File: config.mk
export PLATFORM = sky130hd
export DESIGN_NAME = rx_ring_writer
export DESIGN_NICKNAME = d
export VERILOG_FILES = /design/src/rtl/rxring_pkg.sv /design/src/rtl/rxring_status.sv /design/src/rtl/rxring_space.sv /design/src/rtl/rx_ring_writer.sv
export SDC_FILE = /design/constraint.sdc
export NUM_CORES = 1
export LEC_CHECK = 0
export BUFFER_PORTS_ARGS = -buffer_cell sky130_fd_sc_hd__clkbuf_2
export CAP_MARGIN = 5
export CORE_UTILIZATION = 50
export CTS_CLUSTER_SIZE = 25
export DETAILED_ROUTE_END_ITERATION = 12
export PLACE_DENSITY_LB_ADDON = 0.12
export SYNTH_ARGS = -nofsm -noshare
export SYNTH_HDL_FRONTEND = slang
export SYNTH_HIERARCHICAL = 1
export SYNTH_SLANG_ARGS = --single-unit
File: constraint.sdc
create_clock -name clk -period 9.5 [get_ports clk]
set_clock_uncertainty 0.2 [all_clocks]
set_input_delay 0 -clock clk [delete_from_list [all_inputs] [get_ports clk]]
set_output_delay 0 -clock clk [all_outputs]
set_load 0.02 [all_outputs]
File: src/rtl/rxring_pkg.sv
package rxring_pkg;
    typedef enum logic [2:0] {S_IDLE, S_RUN, S_LAST, S_HDR, S_DROP} wstate_e;

    localparam int ST_OK    = 0;
    localparam int ST_ALIGN = 1;
    localparam int ST_CRC   = 2;
    localparam int ST_LONG  = 3;
    localparam int ST_RUNT  = 4;
    localparam int ST_SYM   = 5;
    localparam int ST_BCAST = 13;
    localparam int ST_PHYS  = 14;
    localparam int ST_MCAST = 15;

    localparam logic [15:0] LEN_BUSY = 16'hFFF0;
endpackage

File: src/rtl/rxring_status.sv
module rxring_status
    import rxring_pkg::*;
#(
    parameter int CNT_W   = 17,
    parameter int MIN_LEN = 64,
    parameter int MAX_LEN = 1518
) (
    input  logic [CNT_W-1:0] len,
    input  logic [2:0]       err,
    input  logic [2:0]       cls,
    output logic [15:0]      status
);
    logic is_runt, is_long;

    always_comb begin
        is_runt          = len < CNT_W'(MIN_LEN);
        is_long          = len > CNT_W'(MAX_LEN);
        status           = '0;
        status[ST_ALIGN] = err[0];
        status[ST_CRC]   = err[1];
        status[ST_SYM]   = err[2];
        status[ST_LONG]  = is_long;
        status[ST_RUNT]  = is_runt;
        status[ST_BCAST] = cls[0];
        status[ST_PHYS]  = cls[1];
        status[ST_MCAST] = cls[2];
        status[ST_OK]    = ~(|err | is_runt | is_long);
    end
endmodule

File: src/rtl/rxring_space.sv
module rxring_space #(
    parameter int BUF_LEN   = 32768,
    parameter int SPILL_LEN = 1536,
    parameter int PTR_W     = 15,
    parameter int AW        = 16,
    parameter int CNT_W     = 17
) (
    input  logic [PTR_W-1:0] wr,
    input  logic [PTR_W-1:0] rd,
    input  logic [CNT_W-1:0] n,
    input  logic             wrap_en,
    output logic             fits,
    output logic [AW-1:0]    addr
);
    localparam int LW = CNT_W + 1;

    logic [PTR_W-1:0] gap;
    logic [LW-1:0]    room, need, lin;

    always_comb begin
        gap  = rd - wr;
        room = (gap == '0) ? LW'(BUF_LEN) : LW'(gap);
        need = (LW'(n) + LW'(7)) & ~LW'(3);
        lin  = LW'(wr) + LW'(3) + LW'(n);
        fits = (need < room) && (!wrap_en || (lin < LW'(BUF_LEN + SPILL_LEN)));
        addr = wrap_en ? AW'(lin) : AW'(lin[PTR_W-1:0]);
    end
endmodule

File: src/rtl/rx_ring_writer.sv
module rx_ring_writer
    import rxring_pkg::*;
#(
    parameter int BUF_LEN   = 32768,
    parameter int SPILL_LEN = 1536,
    parameter int MIN_LEN   = 64,
    parameter int MAX_LEN   = 1518,
    parameter int RD_BIAS   = 16,
    localparam int PTR_W    = $clog2(BUF_LEN),
    localparam int AW       = $clog2(BUF_LEN + SPILL_LEN),
    localparam int CNT_W    = AW + 1
) (
    input  logic             clk,
    input  logic             rst_n,
    input  logic             rx_en,
    input  logic             wrap_en,
    input  logic             in_valid,
    input  logic             in_sof,
    input  logic             in_eof,
    input  logic [7:0]       in_data,
    input  logic [2:0]       in_err,
    input  logic [2:0]       in_cls,
    input  logic             host_rd_we,
    input  logic [15:0]      host_rd_val,
    output logic             mem_we,
    output logic [AW-1:0]    mem_addr,
    output logic [3:0]       mem_be,
    output logic [31:0]      mem_wdata,
    output logic [PTR_W-1:0] wr_ptr,
    output logic             buf_empty,
    output logic             ev_rx_ok,
    output logic             ev_overflow
);
    typedef struct packed {
        wstate_e          state;
        logic [PTR_W-1:0] wr;
        logic [PTR_W-1:0] rd;
        logic [CNT_W-1:0] cnt;
        logic [7:0]       hold_data;
        logic [AW-1:0]    hold_addr;
        logic [2:0]       err;
        logic [2:0]       cls;
        logic             mem_we;
        logic [AW-1:0]    mem_addr;
        logic [3:0]       mem_be;
        logic [31:0]      mem_wdata;
        logic             ev_ok;
        logic             ev_ovf;
    } regs_t;

    regs_t r_q, r_d;

    logic             beat;
    logic [CNT_W-1:0] n_next;
    logic [CNT_W-1:0] hdr_step;
    logic             fits;
    logic [AW-1:0]    byte_addr;
    logic [15:0]      status;

    assign beat     = rx_en & in_valid;
    assign n_next   = (r_q.state == S_IDLE) ? CNT_W'(1) : r_q.cnt + 1'b1;
    assign hdr_step = (r_q.cnt + CNT_W'(7)) & ~CNT_W'(3);

    rxring_space #(
        .BUF_LEN(BUF_LEN), .SPILL_LEN(SPILL_LEN),
        .PTR_W(PTR_W), .AW(AW), .CNT_W(CNT_W)
    ) space_i (
        .wr(r_q.wr), .rd(r_q.rd), .n(n_next), .wrap_en(wrap_en),
        .fits(fits), .addr(byte_addr)
    );

    rxring_status #(
        .CNT_W(CNT_W), .MIN_LEN(MIN_LEN), .MAX_LEN(MAX_LEN)
    ) status_i (
        .len(r_q.cnt), .err(r_q.err), .cls(r_q.cls), .status(status)
    );

    always_comb begin
        r_d        = r_q;
        r_d.mem_we = 1'b0;
        r_d.ev_ok  = 1'b0;
        r_d.ev_ovf = 1'b0;
        if (!rx_en) begin
            r_d = '0;
        end else begin
            if (host_rd_we) begin
                r_d.rd = PTR_W'(host_rd_val + 16'(RD_BIAS));
            end
            case (r_q.state)
                S_IDLE, S_RUN: begin
                    if (beat && (r_q.state == S_RUN || in_sof)) begin
                        if (fits) begin
                            r_d.mem_we = 1'b1;
                            if (r_q.state == S_IDLE) begin
                                r_d.mem_addr  = AW'(r_q.wr);
                                r_d.mem_be    = 4'hF;
                                r_d.mem_wdata = {LEN_BUSY, 16'h0000};
                            end else begin
                                r_d.mem_addr  = r_q.hold_addr;
                                r_d.mem_be    = 4'b0001 << r_q.hold_addr[1:0];
                                r_d.mem_wdata = {4{r_q.hold_data}};
                            end
                            r_d.hold_data = in_data;
                            r_d.hold_addr = byte_addr;
                            r_d.cnt       = n_next;
                            if (in_eof) begin
                                r_d.err   = in_err;
                                r_d.cls   = in_cls;
                                r_d.state = S_LAST;
                            end else begin
                                r_d.state = S_RUN;
                            end
                        end else begin
                            r_d.ev_ovf = 1'b1;
                            r_d.state  = in_eof ? S_IDLE : S_DROP;
                        end
                    end
                end
                S_LAST: begin
                    r_d.mem_we    = 1'b1;
                    r_d.mem_addr  = r_q.hold_addr;
                    r_d.mem_be    = 4'b0001 << r_q.hold_addr[1:0];
                    r_d.mem_wdata = {4{r_q.hold_data}};
                    r_d.state     = S_HDR;
                end
                S_HDR: begin
                    r_d.mem_we    = 1'b1;
                    r_d.mem_addr  = AW'(r_q.wr);
                    r_d.mem_be    = 4'hF;
                    r_d.mem_wdata = {16'(r_q.cnt), status};
                    r_d.wr        = r_q.wr + PTR_W'(hdr_step);
                    r_d.ev_ok     = status[ST_OK];
                    r_d.state     = S_IDLE;
                end
                S_DROP: begin
                    if (beat && in_eof) r_d.state = S_IDLE;
                end
                default: r_d.state = S_IDLE;
            endcase
        end
    end

    always_ff @(posedge clk or negedge rst_n) begin
        if (!rst_n) r_q <= '0;
        else        r_q <= r_d;
    end

    assign mem_we      = r_q.mem_we;
    assign mem_addr    = r_q.mem_addr;
    assign mem_be      = r_q.mem_be;
    assign mem_wdata   = r_q.mem_wdata;
    assign wr_ptr      = r_q.wr;
    assign buf_empty   = (r_q.rd == r_q.wr);
    assign ev_rx_ok    = r_q.ev_ok;
    assign ev_overflow = r_q.ev_ovf;

    assert_wr_aligned_R4: assert property (@(posedge clk) disable iff (!rst_n)
        wr_ptr[1:0] == 2'b00);

    assert_strobe_shape_R1: assert property (@(posedge clk) disable iff (!rst_n)
        mem_we |-> (mem_be == 4'hF || $countones(mem_be) == 1));

    assert_addr_in_range_R7: assert property (@(posedge clk) disable iff (!rst_n)
        mem_we |-> ({1'b0, mem_addr} < CNT_W'(BUF_LEN + SPILL_LEN)));

    assert_off_clears_R8: assert property (@(posedge clk) disable iff (!rst_n)
        !rx_en |=> (wr_ptr == '0 && buf_empty && !mem_we));

    assert_no_advance_on_drop_R9: assert property (@(posedge clk) disable iff (!rst_n)
        ev_overflow |-> wr_ptr == $past(wr_ptr));

    assert_ok_with_header_R11: assert property (@(posedge clk) disable iff (!rst_n)
        ev_rx_ok |-> (mem_we && mem_be == 4'hF && mem_wdata[0]));
endmodule

# After elaboration in Yosys (flattened, before gate mapping)
# Index checks and enable logic that the tools add are counted.
[classes]
n_bitwise = 4
shifts = 1
n_reduce_logical = 14
n_mux = 22
eq_ne = 15
n_lt_le_gt_ge = 4
n_addsub = 8
[op_table]
columns = ["cell", "n"]
rows = [
  ["2-to-1 mux 100 bit", 2],
  ["one-hot mux 53 bit (3 select lines)", 1],
  ["2-to-1 mux 135 bit", 1],
  ["2-to-1 mux 52 bit", 1],
  ["2-to-1 mux 47 bit", 1],
  ["2-to-1 mux 16 bit", 2],
  ["2-to-1 mux 15 bit", 2],
  ["adder 17 x 3 -> 18 bit, second input constant", 1],
  ["adder 18 x 17 -> 18 bit", 1],
  ["less-than comparator 18 x 16 -> 1 bit, second input constant", 1],
  ["less-than comparator 18 bit", 1],
  ["adder 17 x 1 -> 17 bit, second input constant", 1],
  ["greater-than comparator 17 x 11 -> 1 bit, second input constant", 1],
  ["less-than comparator 17 x 7 -> 1 bit, second input constant", 1],
  ["2-to-1 mux 17 bit", 1],
  ["adder 15 x 2 -> 16 bit, second input constant", 1],
  ["adder 15 bit", 1],
  ["adder 15 x 3 -> 15 bit, second input constant", 1],
  ["adder 15 x 5 -> 15 bit, second input constant", 1],
  ["== test 15 bit", 1],
  ["zero test 15 bit", 1],
  ["subtractor 15 bit", 1],
  ["2-to-1 mux 3 bit", 4],
  ["inequality test 2 x 1 -> 1 bit, second input constant", 6],
  ["other kinds (22)", 33],
]
[word_totals]
word_cells = 82
register_bits = 135
inputBits = 38

# Logic depth before layout (Yosys ltp)
[logic_depth]
word_depth = 10
mapped_depth = 26
mapped_depth_nobuf = 24

# Hierarchy
# The synthesis kept the hierarchy.
[modules_own_cells]
columns = ["module", "n_inst", "cells_per_inst", "area_each_um2", "seq_area_each_um2"]
rows = [
  ["rx_ring_writer", 1, 888, 7880.1, 3328.2],
  ["rxring_space", 1, 284, 2155.8, 0.0],
  ["rxring_status", 1, 30, 202.7, 0.0],
]

# Least setup slack after synthesis
# No wires, ideal clock.
[synth_timing]
kind = "register to register"
start = "reg r_q[134] (netlist name)"
end = "reg r_q (netlist bit mem_wdata[16])"
required_ps = 9224
path_stages_with_launch = 22
n_path_buf = 5
t_arrival_ps = 4765
setup_time_ps = 76
path_slack_ps = 4458
cell_sequence = "dfrtp_1 buf_2 nor3_1 buf_2 buf_2 nor2_1 ha_1 ha_1 and3_1 o31a_1 a41o_1 xor2_1 a211o_1 o31ai_1 o311a_1 nor2b_1 clkbuf_2 nand3_1 a21oi_4 buf_2 a22oi_1 o21ai_1"
[synth_via]
elab_chain_len = 8
word_cells_on_any_way = 23
classes_between = "2 x add/sub; 2 x order compare; 6 x eq/ne; 6 x mux; 7 x reduce/logical"
[synth_lines]
columns = ["item", "line", "source"]
rows = [
  ["from (decl)", "rx_ring_writer.sv:51", "regs_t r_q, r_d;"],
  ["from (signal assigned)", "rx_ring_writer.sv:145", "else r_q <= r_d;"],
  ["zero test 3 bit *", "rx_ring_writer.sv:61", "assign n_next = (r_q.state == S_IDLE) ? CNT_W'(1) : r_q.cnt + 1'b1;"],
  ["2-to-1 mux 17 bit *", "rx_ring_writer.sv:61", ""],
  ["via n_next[9]", "rx_ring_writer.sv:54", "logic [CNT_W-1:0] n_next;"],
  ["adder 18 x 17 -> 18 bit", "rxring_space.sv:24", "lin = LW'(wr) + LW'(3) + LW'(n);"],
  ["less-than comparator 18 x 16 -> 1 bit", "rxring_space.sv:25", "fits = (need < room) && (!wrap_en || (lin < LW'(BUF_LEN + SPILL_LEN)));"],
  ["logical OR 1 bit", "rxring_space.sv:25", ""],
  ["logical AND 1 bit *", "rxring_space.sv:25", ""],
  ["via fits", "rx_ring_writer.sv:56", "logic fits;"],
  ["inequality test 3 bit (no line) *", "n/a", ""],
  ["AND reduction 3 bit (no line) *", "n/a", ""],
]
# Mark *: on every way through the listed nets, which the timed path passes. The rest lies on a longest branch. The select of a mux whose other input is x is not followed.
# A chain may end at the register's enable or synchronous reset.

# Worst setup path in the final report
[layout_timing]
start = "reg r_q[134] (netlist name)"
end = "reg r_q[57] (netlist name)"
[layout_via]
elab_chain_len = 8
word_cells_on_any_way = 16
classes_between = "2 x add/sub; 2 x order compare; 4 x eq/ne; 1 x mux; 7 x reduce/logical"
[layout_lines]
columns = ["item", "line"]
rows = [
  ["zero test 3 bit *", "rx_ring_writer.sv:61"],
  ["2-to-1 mux 17 bit *", "rx_ring_writer.sv:61"],
  ["via n_next[2]", "rx_ring_writer.sv:54"],
  ["adder 18 x 17 -> 18 bit", "rxring_space.sv:24"],
  ["less-than comparator 18 x 16 -> 1 bit", "rxring_space.sv:25"],
  ["logical OR 1 bit", "rxring_space.sv:25"],
  ["logical AND 1 bit *", "rxring_space.sv:25"],
  ["via fits", "rx_ring_writer.sv:56"],
  ["inequality test 2 x 1 -> 1 bit (no line) *", "n/a"],
  ["AND reduction 4 bit (no line) *", "n/a"],
]
# Mark *: on every way through the listed nets, which the timed path passes. The rest lies on a longest branch.

==> summary.txt <==
number of library cell types mapped by synthesis: 88
width of the chip: 145 um
highest net fanout along the worst path: 23
commonest cells after routing, fill and taps aside: sky130_fd_sc_hd__nand2_1 (175), sky130_fd_sc_hd__dfrtp_1 (133), sky130_fd_sc_hd__clkbuf_2 (104)
Antenna diodes: 0
count of boundary I/O pins: 109
flip-flop and latch count after synthesis: 133
power dissipated by switching net loads: 0.458 mW
Finished Cell Area: 11,600 um2
total routed wirelength: 26,900 um
vias in the first global route: 8,311
Critical Setup Path Class: reg2reg
setup slack, reg-to-reg: 1.78 ns
area growth from synthesis to final layout: 13.2%
Pwr per Cell Area: 133 nW/um2
data arrival time at the worst-slack endpoint: 7.88 ns
Num Clock Sinks: 133
buffers added on ports: 105
master of the slowest instance on the critical path: sky130_fd_sc_hd__o2111a_1
buffer depth of the longest clock path: 2
post-DP HPWL: 19,000 um
slew at the pin with the worst max-slew slack: 1.07 ns
DRC violations left: 0
clock transition at the registers of the reported paths: 0.07 ns
count of mapped cells out of synthesis: 1,202
gpl congestion: 0.881
CTS tree: yes
crit path capture type: register
Max-cap violations: 0
largest voltage drop on the vdd net: 0.115 mV
CTS H-tree lvls: 4
antenna violations before repair: 0
final net count: 1,383
clock latency on the worst-skew pair: 0.43 ns
largest net degree at the start of global routing: 79
power share of the sequential group: 38.9%
worst hold-check path type: in2reg
number of core rows: 51
detail-routed net length per standard cell: 17.4 um
delay of the slowest critical-path stage: 0.77 ns
result of the run: completed
WP buf/inv: 4
root buffer selected by CTS: sky130_fd_sc_hd__clkbuf_16
DRT iter0 DRCs: 557
area share of the leading cell type in the synthesized netlist: 32.5%
number of iterations in the first detailed-routing pass: 5
part of the power in the clock network: 44.8%
residual overflow from global routing: 0
part of the total power dissipated in combinational logic: 16.3%
total via count in the routed design: 8,749
Avg Vias per Cell: 5.67
initial core utilization: 51.8%
leakage power: 5.36 nW
Synth async-reset ratio: 100%
synthesized area per cell: 8.52 um2
P_int: 1.08 mW
Fin. Hold Viols: 0
fraction of layout cells with a size suffix above 1: 13.8%
vertical extent of the die: 145 um
minimum clock period: 7.72 ns
worst hold slack after final layout: 0.0255 ns
final count of pins violating max slew: 0
peak clock frequency supported by timing: 130 MHz
CP Launch Type: register
wire length of the first global-routing pass: 43,600 um
switching portion of total power: 29.8%
kind of cell adding the most delay to the critical path: compound AO/OA/AOI/OAI gates
number of buffers created by CTS: 17
required time of the critical path: 9.66 ns
area of the mapped netlist: 10,200 um2
post-route ant nets: 0
library cell occupying the most area in the post-synthesis netlist: sky130_fd_sc_hd__dfrtp_1
Die ar.: 21,100 um2
EDFF count, synth: 0
post-placement cell area: 10,300 um2
synthesis warning total: 6
relative slew slack: 28.7%
share of the cycle needed by the critical path after routing: 81.2%
area of the core region: 19,800 um2
post-route total power: 1.54 mW
Post CTS Setup Buffer Count: 0
Post-Route Setup TNS: 0 ns
top area cells in the synthesized netlist: sky130_fd_sc_hd__dfrtp_1 (33%), sky130_fd_sc_hd__ha_1 (9.3%), sky130_fd_sc_hd__nand2_1 (6.4%)
most common library cell in the layout ignoring fill and taps: sky130_fd_sc_hd__nand2_1
top_reg_cell synth: sky130_fd_sc_hd__dfrtp_1
number of endpoints failing setup at the final stage: 0
proportion of synthesized chip area in sequential cells: 32.5%
unrepaired setup endpoints after global routing: no
global router's overall resource usage: 26.0%
per-layer routing:
metal	part of all wire, %	GRT usage (%)	up-vias
li1	-	-	4293
met2	46	41.4	255
met4	3.0	10.3	0
met3	4.7	4.37	49
met1	46	35.2	4152
met5	0	0	-
registers in the layout, summed over array words and instances, names as in the netlist:
signal / cells
r_q: 65
mem_wdata: 32
mem_addr: 16
wr_ptr: 13
mem_be: 4
ev_overflow: 1
ev_rx_ok: 1
mem_we: 1
logic make-up (layout without fill, tap and decap cells):
group	Yosys count	after routing	synth area share, %
AOI/OAI and AO/OA	294	294	19.5
xor gates and xnor gates	88	88	7.53
adders and majority gates	79	79	9.87
buffers and inverters	192	258	10.6
DFF	133	133	32.5
muxes	10	10	0.990
other	2	13	0.0734
and+or+nand+nor	404	404	19.0
timing repair:
action,CTS,global route
endpoints found under the hold margin,99,0
hold buffers,65,0
resized for setup,0,0
layout make-up:
type                    instances  area, um2
clock buffers                  17        425
clock inverters                15        181
fillers                      1845       8190
inverters                      47        176
multi-input cells             888       5880
flip-flops and latches        133       3330
well taps                     265        332
repair buffers                179       1270
power by group through the flow:
stage	Sequential (mW)	Combinational [mW]	Clock, mW
floorplan	0.601	0.175	0
global placement	0.608	0.226	0
detailed placement	0.609	0.228	0
CTS	0.598	0.250	0.698
global route	0.600	0.278	0.722
finish	0.598	0.250	0.688
Yosys cell counts (4+ instances only):
| master | n |
|---|---|
| sky130_fd_sc_hd__o21ai_1 | 11 |
| sky130_fd_sc_hd__nand2b_1 | 9 |
| sky130_fd_sc_hd__inv_1 | 45 |
| sky130_fd_sc_hd__o31ai_1 | 6 |
| sky130_fd_sc_hd__xnor2_1 | 54 |
| sky130_fd_sc_hd__dfrtp_1 | 133 |
| sky130_fd_sc_hd__o31ai_2 | 5 |
| sky130_fd_sc_hd__mux2i_1 | 9 |
| sky130_fd_sc_hd__a21o_1 | 9 |
| sky130_fd_sc_hd__a211oi_1 | 16 |
| sky130_fd_sc_hd__nand3b_1 | 4 |
| sky130_fd_sc_hd__buf_2 | 37 |
| sky130_fd_sc_hd__nor2b_1 | 13 |
| sky130_fd_sc_hd__and4_1 | 5 |
| sky130_fd_sc_hd__a221o_1 | 6 |
| sky130_fd_sc_hd__a31oi_1 | 7 |
| sky130_fd_sc_hd__o31a_1 | 5 |
| sky130_fd_sc_hd__o211ai_1 | 6 |
| sky130_fd_sc_hd__clkbuf_1 | 19 |
| sky130_fd_sc_hd__nand3_1 | 43 |
| sky130_fd_sc_hd__o21a_1 | 11 |
| sky130_fd_sc_hd__a32oi_1 | 13 |
| sky130_fd_sc_hd__a22oi_1 | 20 |
| sky130_fd_sc_hd__and3_1 | 11 |
| sky130_fd_sc_hd__nor3_1 | 24 |
| sky130_fd_sc_hd__ha_1 | 76 |
| sky130_fd_sc_hd__xor2_1 | 34 |
| sky130_fd_sc_hd__buf_4 | 83 |
| sky130_fd_sc_hd__a21oi_1 | 83 |
| sky130_fd_sc_hd__nor4_1 | 6 |
| sky130_fd_sc_hd__o21ai_0 | 56 |
| sky130_fd_sc_hd__nor2_1 | 71 |
| sky130_fd_sc_hd__or3_1 | 6 |
| sky130_fd_sc_hd__nand4_1 | 11 |
| sky130_fd_sc_hd__o32ai_1 | 5 |
| sky130_fd_sc_hd__nand2_1 | 175 |
worst min-delay path, stage by stage:
cell and delay (ns):
sky130_fd_sc_hd__clkbuf_2 0.32, sky130_fd_sc_hd__mux2i_1 0.21, sky130_fd_sc_hd__nor2_1 0.08
path summary, 6_finish.rpt:
path,startpoint,end,cells after the start
worst max-delay path,r_q[134],r_q[57],25
worst min-delay path,host_rd_we,r_q[104],3
worst max register to register,r_q[134],r_q[57],25
worst min register to register,mem_wdata[1],mem_wdata[1],2
max in group asynchronous,rst_n,r_q[75],4
min in group asynchronous,rst_n,mem_be[1],4
per-stage QoR:
stage | setup WS (ns) | utilization [%] | instances
global route | 1.34 | 58.6 | 1544
CTS | 1.92 | 58.6 | 1544
detailed placement | 2.85 | 52.2 | 1447
global placement | 2.87 | 52.2 | 1447
floorplan | 4.46 | - | 1213
finish | 1.78 | 58.6 | 1544
Power figures use the tool's default switching activity.
